`src/rtl/lsel_pkg.sv`:
```
package lsel_pkg;

    localparam int NUM_CH = 4;

    typedef enum logic [2:0] {
        PORT_LOCAL = 3'd0,
        PORT_W     = 3'd1,
        PORT_E     = 3'd2,
        PORT_N     = 3'd3,
        PORT_S     = 3'd4,
        PORT_IDLE  = 3'd7
    } port_e;

    // child slot s (0..3 = W,E,N,S) maps to the port code s+1
    function automatic port_e slot_port(input int s);
        return port_e'(3'(s + 1));
    endfunction

    // a transfer is worth doing when hi - lo >= 2
    function automatic logic wide_gap(input int unsigned hi, input int unsigned lo);
        return hi >= lo + 32'd2;
    endfunction

endpackage

```
`src/rtl/lsel_pick.sv`:
```
module lsel_pick
    import lsel_pkg::*;
#(
    parameter int CW       = 4,
    parameter bit FIND_MAX = 1'b1
) (
    input  logic [CW-1:0]             own_cnt,
    input  logic                      own_off,
    input  logic [NUM_CH-1:0][CW-1:0] ch_cnt,
    output logic [CW-1:0]             best,
    output port_e                     best_port
);

    // a masked input carries a value that can never beat a real one
    localparam logic [CW-1:0] SENTINEL = FIND_MAX ? {CW{1'b0}} : {CW{1'b1}};

    logic [CW-1:0] run_val;
    port_e         run_port;

    generate
        if (FIND_MAX) begin : g_max
            always_comb begin
                run_val  = own_off ? SENTINEL : own_cnt;
                run_port = PORT_LOCAL;
                for (int s = 0; s < NUM_CH; s++) begin
                    if (ch_cnt[s] > run_val) begin
                        run_val  = ch_cnt[s];
                        run_port = slot_port(s);
                    end
                end
            end
        end else begin : g_min
            always_comb begin
                run_val  = own_off ? SENTINEL : own_cnt;
                run_port = PORT_LOCAL;
                for (int s = 0; s < NUM_CH; s++) begin
                    if (ch_cnt[s] < run_val) begin
                        run_val  = ch_cnt[s];
                        run_port = slot_port(s);
                    end
                end
            end
        end
    endgenerate

    assign best      = run_val;
    assign best_port = run_port;

endmodule

```
`src/rtl/lsel_node.sv`:
```
module lsel_node
    import lsel_pkg::*;
#(
    parameter int CW = 4
) (
    input  logic [CW-1:0]             own_cnt,
    input  logic                      own_off,
    input  logic [NUM_CH-1:0][CW-1:0] ch_max,
    input  logic [NUM_CH-1:0][CW-1:0] ch_min,
    output logic [CW-1:0]             up_max,
    output logic [CW-1:0]             up_min,
    input  logic                      req_src,
    input  logic                      req_dst,
    output logic [NUM_CH-1:0]         fwd_src,
    output logic [NUM_CH-1:0]         fwd_dst,
    output logic                      hit_src,
    output logic                      hit_dst,
    output port_e                     sw_src,
    output port_e                     sw_dst
);

    port_e win_max;
    port_e win_min;

    lsel_pick #(.CW(CW), .FIND_MAX(1'b1)) u_pick_max (
        .own_cnt   (own_cnt),
        .own_off   (own_off),
        .ch_cnt    (ch_max),
        .best      (up_max),
        .best_port (win_max)
    );

    lsel_pick #(.CW(CW), .FIND_MAX(1'b0)) u_pick_min (
        .own_cnt   (own_cnt),
        .own_off   (own_off),
        .ch_cnt    (ch_min),
        .best      (up_min),
        .best_port (win_min)
    );

    // downward steering: each request follows the remembered winner
    always_comb begin
        for (int s = 0; s < NUM_CH; s++) begin
            fwd_src[s] = req_src && (win_max == slot_port(s));
            fwd_dst[s] = req_dst && (win_min == slot_port(s));
        end
        hit_src = req_src && (win_max == PORT_LOCAL);
        hit_dst = req_dst && (win_min == PORT_LOCAL);
        sw_src  = req_src ? win_max : PORT_IDLE;
        sw_dst  = req_dst ? win_min : PORT_IDLE;
    end

endmodule

```
`src/rtl/lsel_root.sv`:
```
module lsel_root
    import lsel_pkg::*;
#(
    parameter int CW = 4
) (
    input  logic [CW-1:0] top_max,
    input  logic [CW-1:0] top_min,
    output logic          go
);

    assign go = wide_gap(32'(top_max), 32'(top_min));

endmodule

```
`src/rtl/lsel_tree.sv`:
```
module lsel_tree
    import lsel_pkg::*;
#(
    parameter int CW       = 4,
    parameter int ROWS     = 3,
    parameter int COLS     = 4,
    parameter int ROOT_ROW = 1,
    parameter int ROOT_COL = 1
) (
    input  logic                      clk,
    input  logic                      rst,
    input  logic [ROWS*COLS*CW-1:0]   job_cnt,
    input  logic [ROWS*COLS-1:0]      transp,
    output logic                      xfer_go,
    output logic [ROWS*COLS-1:0]      src_pick,
    output logic [ROWS*COLS-1:0]      dst_pick,
    output logic [ROWS*COLS*3-1:0]    sw_src,
    output logic [ROWS*COLS*3-1:0]    sw_dst,
    output logic [CW-1:0]             max_cnt,
    output logic [CW-1:0]             min_cnt
);

    localparam int N     = ROWS * COLS;
    localparam int ROOT  = ROOT_ROW * COLS + ROOT_COL;

    // combinational tree signals
    logic [CW-1:0]     up_max  [N];
    logic [CW-1:0]     up_min  [N];
    logic [NUM_CH-1:0] fwd_src [N];
    logic [NUM_CH-1:0] fwd_dst [N];
    logic [N-1:0]      req_src;
    logic [N-1:0]      req_dst;
    logic [N-1:0]      hit_src;
    logic [N-1:0]      hit_dst;
    logic [N-1:0]      stray;
    port_e             sw_s    [N];
    port_e             sw_d    [N];
    logic              root_go;

    // registered outputs
    logic              go_q;
    logic [N-1:0]      src_q;
    logic [N-1:0]      dst_q;
    logic [CW-1:0]     max_q;
    logic [CW-1:0]     min_q;
    port_e             sw_s_q  [N];
    port_e             sw_d_q  [N];

    lsel_root #(.CW(CW)) u_root (
        .top_max (up_max[ROOT]),
        .top_min (up_min[ROOT]),
        .go      (root_go)
    );

    generate
        for (genvar r = 0; r < ROWS; r++) begin : g_row
            for (genvar c = 0; c < COLS; c++) begin : g_col
                localparam int K     = r * COLS + c;
                localparam bit HAS_W = (c > 0) && (c <= ROOT_COL);
                localparam bit HAS_E = (c >= ROOT_COL) && (c < COLS - 1);
                localparam bit HAS_N = (c == ROOT_COL) && (r > 0) && (r <= ROOT_ROW);
                localparam bit HAS_S = (c == ROOT_COL) && (r >= ROOT_ROW) && (r < ROWS - 1);
                localparam logic [NUM_CH-1:0] CH_MASK = {HAS_S, HAS_N, HAS_E, HAS_W};

                logic [NUM_CH-1:0][CW-1:0] cx;
                logic [NUM_CH-1:0][CW-1:0] cn;

                // child slot 0: west
                if (HAS_W) begin : g_w
                    assign cx[0] = up_max[K-1];
                    assign cn[0] = up_min[K-1];
                end else begin : g_nw
                    assign cx[0] = '0;
                    assign cn[0] = '1;
                end
                // child slot 1: east
                if (HAS_E) begin : g_e
                    assign cx[1] = up_max[K+1];
                    assign cn[1] = up_min[K+1];
                end else begin : g_ne
                    assign cx[1] = '0;
                    assign cn[1] = '1;
                end
                // child slot 2: north
                if (HAS_N) begin : g_n
                    assign cx[2] = up_max[K-COLS];
                    assign cn[2] = up_min[K-COLS];
                end else begin : g_nn
                    assign cx[2] = '0;
                    assign cn[2] = '1;
                end
                // child slot 3: south
                if (HAS_S) begin : g_s
                    assign cx[3] = up_max[K+COLS];
                    assign cn[3] = up_min[K+COLS];
                end else begin : g_ns
                    assign cx[3] = '0;
                    assign cn[3] = '1;
                end

                // request arriving from the parent
                if (K == ROOT) begin : g_top
                    assign req_src[K] = root_go;
                    assign req_dst[K] = root_go;
                end else if (c < ROOT_COL) begin : g_pe
                    assign req_src[K] = fwd_src[K+1][0];
                    assign req_dst[K] = fwd_dst[K+1][0];
                end else if (c > ROOT_COL) begin : g_pw
                    assign req_src[K] = fwd_src[K-1][1];
                    assign req_dst[K] = fwd_dst[K-1][1];
                end else if (r < ROOT_ROW) begin : g_ps
                    assign req_src[K] = fwd_src[K+COLS][2];
                    assign req_dst[K] = fwd_dst[K+COLS][2];
                end else begin : g_pn
                    assign req_src[K] = fwd_src[K-COLS][3];
                    assign req_dst[K] = fwd_dst[K-COLS][3];
                end

                lsel_node #(.CW(CW)) u_node (
                    .own_cnt (job_cnt[K*CW +: CW]),
                    .own_off (transp[K]),
                    .ch_max  (cx),
                    .ch_min  (cn),
                    .up_max  (up_max[K]),
                    .up_min  (up_min[K]),
                    .req_src (req_src[K]),
                    .req_dst (req_dst[K]),
                    .fwd_src (fwd_src[K]),
                    .fwd_dst (fwd_dst[K]),
                    .hit_src (hit_src[K]),
                    .hit_dst (hit_dst[K]),
                    .sw_src  (sw_s[K]),
                    .sw_dst  (sw_d[K])
                );

                // a request steered toward a child slot that does not exist
                assign stray[K] = |((fwd_src[K] | fwd_dst[K]) & ~CH_MASK);

                assign sw_src[3*K +: 3] = sw_s_q[K];
                assign sw_dst[3*K +: 3] = sw_d_q[K];

                AST_SRC_COUNT: assert property (@(posedge clk) disable iff (rst)
                    src_q[K] |-> (max_q == $past(job_cnt[K*CW +: CW])))
                    else $error("source count is not the maximum");
                AST_DST_COUNT: assert property (@(posedge clk) disable iff (rst)
                    dst_q[K] |-> (min_q == $past(job_cnt[K*CW +: CW])))
                    else $error("destination count is not the minimum");
                AST_SRC_AT_HOME: assert property (@(posedge clk) disable iff (rst)
                    src_q[K] |-> (sw_s_q[K] == PORT_LOCAL))
                    else $error("source node switch not local");
            end
        end
    endgenerate

    always_ff @(posedge clk) begin
        if (rst) begin
            go_q  <= 1'b0;
            src_q <= '0;
            dst_q <= '0;
            max_q <= '0;
            min_q <= '0;
            for (int k = 0; k < N; k++) begin
                sw_s_q[k] <= PORT_IDLE;
                sw_d_q[k] <= PORT_IDLE;
            end
        end else begin
            go_q  <= root_go;
            src_q <= hit_src;
            dst_q <= hit_dst;
            max_q <= up_max[ROOT];
            min_q <= up_min[ROOT];
            for (int k = 0; k < N; k++) begin
                sw_s_q[k] <= sw_s[k];
                sw_d_q[k] <= sw_d[k];
            end
        end
    end

    assign xfer_go  = go_q;
    assign src_pick = src_q;
    assign dst_pick = dst_q;
    assign max_cnt  = max_q;
    assign min_cnt  = min_q;

    AST_ONE_PAIR: assert property (@(posedge clk) disable iff (rst)
        go_q |-> ($countones(src_q) == 1 && $countones(dst_q) == 1))
        else $error("transfer without a single source and destination");
    AST_QUIET: assert property (@(posedge clk) disable iff (rst)
        !go_q |-> (src_q == '0 && dst_q == '0))
        else $error("pick without a transfer");
    AST_PAIR_APART: assert property (@(posedge clk) disable iff (rst)
        (src_q & dst_q) == '0)
        else $error("source and destination coincide");
    AST_MASKED_SKIP: assert property (@(posedge clk) disable iff (rst)
        ((src_q | dst_q) & $past(transp)) == '0)
        else $error("transparent node picked");
    AST_NO_STRAY: assert property (@(posedge clk) disable iff (rst)
        stray == '0)
        else $error("request steered to a missing child");
    AST_ROOT_ON_PATH: assert property (@(posedge clk) disable iff (rst)
        go_q |-> (sw_s_q[ROOT] != PORT_IDLE && sw_d_q[ROOT] != PORT_IDLE))
        else $error("root idle during a transfer");

endmodule

```
`config.mk`:
```
export PLATFORM = sky130hd
export DESIGN_NAME = lsel_tree
export DESIGN_NICKNAME = d
export VERILOG_FILES = /design/src/rtl/lsel_pkg.sv /design/src/rtl/lsel_pick.sv /design/src/rtl/lsel_node.sv /design/src/rtl/lsel_root.sv /design/src/rtl/lsel_tree.sv
export SDC_FILE = /design/constraint.sdc
export NUM_CORES = 1
export LEC_CHECK = 0
export BUFFER_PORTS_ARGS = -buffer_cell sky130_fd_sc_hd__buf_2
export CORE_ASPECT_RATIO = 1.2
export CORE_UTILIZATION = 59
export CTS_BUF_LIST = sky130_fd_sc_hd__clkbuf_4 sky130_fd_sc_hd__clkbuf_8 sky130_fd_sc_hd__clkbuf_16
export CTS_CLUSTER_SIZE = 16
export DETAILED_ROUTE_END_ITERATION = 6
export MAX_ROUTING_LAYER = met4
export PLACE_DENSITY = 0.88
export SYNTH_ARGS = -nofsm -noshare
export SYNTH_HDL_FRONTEND = slang
export SYNTH_SLANG_ARGS = --single-unit
```
`constraint.sdc`:
```
create_clock -name clk -period 18.4 [get_ports clk]
set_clock_uncertainty 0.05 [all_clocks]
set_input_delay 5.52 -clock clk [delete_from_list [all_inputs] [get_ports clk]]
set_output_delay 5.52 -clock clk [all_outputs]
set_load 0.005 [all_outputs]
```
==> results.cfg <==
[clock_network]
cts_buffers = 9
cts_tree = yes
postCtsSetupRepairBufs = 0
cts_hold_buf = 0
clk_pin_slew_ps = 60
htree_levels = 3
cts_resized = 0
max-clock-path-buffers = 2
clockRootBuffer = clkbuf_16
clock-sinks = 75

[synthesis]
yosys.area.top_type = dfxtp_1
syn-num-nets = 927
netlist_area_mm2 = 0.00635
yosys_warnings = 0
ys_seq_area_share_pct = 23.6
syn_inst = 777
async_reset_ff_share_pct = 0
yosys.cell_count.top_type = ha_1
syn_area_per_cell_um2 = 8.18
netlist_top_cells_area = dfxtp_1, ha_1, inv_1
synth_cell_types = 79
synth-edff-count = 0
synth_top_area_share_pct = 23.6
synth-seq-cells = 75
synthTopCellsByCount = ha_1, dfxtp_1, inv_1, nor2_1, nand2_1
synth_ff_type = dfxtp_1

[job]
cap_violations = 0

[global_routing]
grt.total_usage_pct = 27.4
grt_max_degree = 24
grt_pass1_wl_um = 24100
grt.overflow.total = 0
grt_pass1_vias = 5439
antenna_found_initial = 0

[floorplanning]
dieWidth_um = 96.7
core-area_mm2 = 0.0105
start_util_pct = 60.4
die_area_mm2 = 0.0112
rows = 41
io_pins = 167
die_y_um = 116

[layout]
multi_input_area_mm2 = 0.00428
drive_above_1_share_pct = 26.0
nFillCells = 858
nNetsFinal = 1058
seqCellArea_mm2 = 0.00150
syn2layout_area_growth_pct = 15.3
n_antenna_cell = 0

[critical_path]
cp_data_arrival_time_ps = 14590
worstSetupEndpointType = register
critical_path.slowest_cell = and4_1
cp-start-kind = primary input
crit_path_max_fanout = 21
cpLargestDelayFamily = compound AO/OA/AOI/OAI gates
required_ps = 18570
critPathKind = primary input to register
crit_buf_inv = 3
critPathMaxStageDelay_ps = 630

[hold_path]
hp-class = primary input to register

[placement]
portBuffers = 166
dpl.hpwl_um = 12300
gp_congestion = 0.928

[pwr]
ir_drop_uv = 84.4
sw_frac_of_total_pct = 44.8
combPwrFrac_pct = 60.7
p_clk_share_pct = 16.9
power_uw = 968
p_int_uw = 535
p_switching_uw = 433
sequentialPowerShare_pct = 22.4
p_leak_nw = 3.54
powerDensity_mw_per_mm2 = 132

[detailed_routing]
wl_um = 14800
dr_wl_met3_um = 717
avgRoutedWirePerCell_um = 14.2
vias = 5890
routed-wl-met2_um = 7400
via_per_inst = 5.65
top_layer = met4
post-route-drc-count = 0
drt_iter0_drc = 330
wl_met1_um = 6420
dr.pass1.iters = 5
drtAntennaViolNets = 0

[timing]
fin_tns_setup_ps = 0
rsz0062_at_grt = false
hold_slack_ps = 5440
setup_viol = 0
hold_viol_final = 0
fmax_mhz = 69.3
slew_headroom_pct = 52.5
worst_pin_slew_ps = 694
timing.final.crit_share_pct = 78.4
timing.final.crit_period_ps = 14420
finalMaxSlewViolations = 0

[run_status]
outcome = finished, final reports clean
-- metal layers --
layer | vias up | global-route usage [%]
met2 | 186 | 49.1
li1 | 2977 | -
met3 | 23 | 3.98
met1 | 2704 | 31.6
met4 | 0 | 8.76
met5 | - | -
-- power groups by stage --
stage	Clock (mW)	Sequential [mW]	Combinational [mW]
floorplan	0	0.225	0.441
global placement	0	0.220	0.563
detailed placement	0	0.221	0.580
CTS	0.165	0.217	0.582
global route	0.173	0.221	0.662
finish	0.163	0.217	0.587
-- placed cells by master, fill, tap and decap left out, types with 10 or more instances in the layout --
| cell type | Yosys | routed |
|---|---|---|
| a21o_1 | 11 | 11 |
| nor3_1 | 12 | 12 |
| or2_2 | 22 | 22 |
| nand3_1 | 18 | 18 |
| buf_2 | 5 | 166 |
| mux2_2 | 11 | 11 |
| inv_1 | 70 | 70 |
| a21oi_1 | 22 | 22 |
| o21ai_0 | 37 | 37 |
| nor2b_1 | 38 | 38 |
| mux2i_1 | 26 | 26 |
| dfxtp_1 | 75 | 75 |
| nand2_1 | 44 | 44 |
| or3_1 | 10 | 10 |
| o21a_1 | 18 | 18 |
| ha_1 | 88 | 88 |
| nor2_1 | 69 | 69 |
| nand2b_1 | 33 | 33 |
-- kinds of logic after synthesis --
| family | share of synthesized area, % |
|---|---|
| AND/OR/NAND/NOR | 25.9 |
| AO/OA/AOI/OAI | 17.8 |
| buffers and inverters | 9.02 |
| adder cells (fa/ha/maj) | 17.3 |
| flip-flops | 23.6 |
| multiplexers | 6.04 |
| XOR/XNOR | 0.276 |
-- metrics by stage --
step | cells | cell area, µm² | setup slack, ps | util [%]
floorplan | 777 | 6350 | 4760 | -
global placement | 1026 | 7050 | 4000 | 67.0
detailed placement | 1026 | 7050 | 3790 | 67.0
CTS | 1042 | 7330 | 4100 | 69.7
global route | 1042 | 7330 | 3080 | 69.7
finish | 1042 | 7330 | 3980 | 69.7
-- state kept, by name, indices dropped and copies added, names as in the netlist --
name      count
dst_pick     12
sw_d_q       21
max_cnt       4
src_pick     12
xfer_go       1
min_cnt       4
sw_s_q       21
-- area by class of cell --
class	count	share of cell area [%]
Clock inverter	5	0.512
Inverter	71	3.64
Clock buffer	11	3.28
Timing Repair Buffer	167	11.4
Tap cell	129	2.20
Sequential cell	75	20.5
Multi-Input combinational cell	584	58.4
-- worst paths after layout --
path | start | end | cells past startpoint
setup / recovery | transp[1] | sw_d_q[0][10] | 40
hold / removal | rst | min_cnt[1] | 2
(Power assumes the default switching activity.)
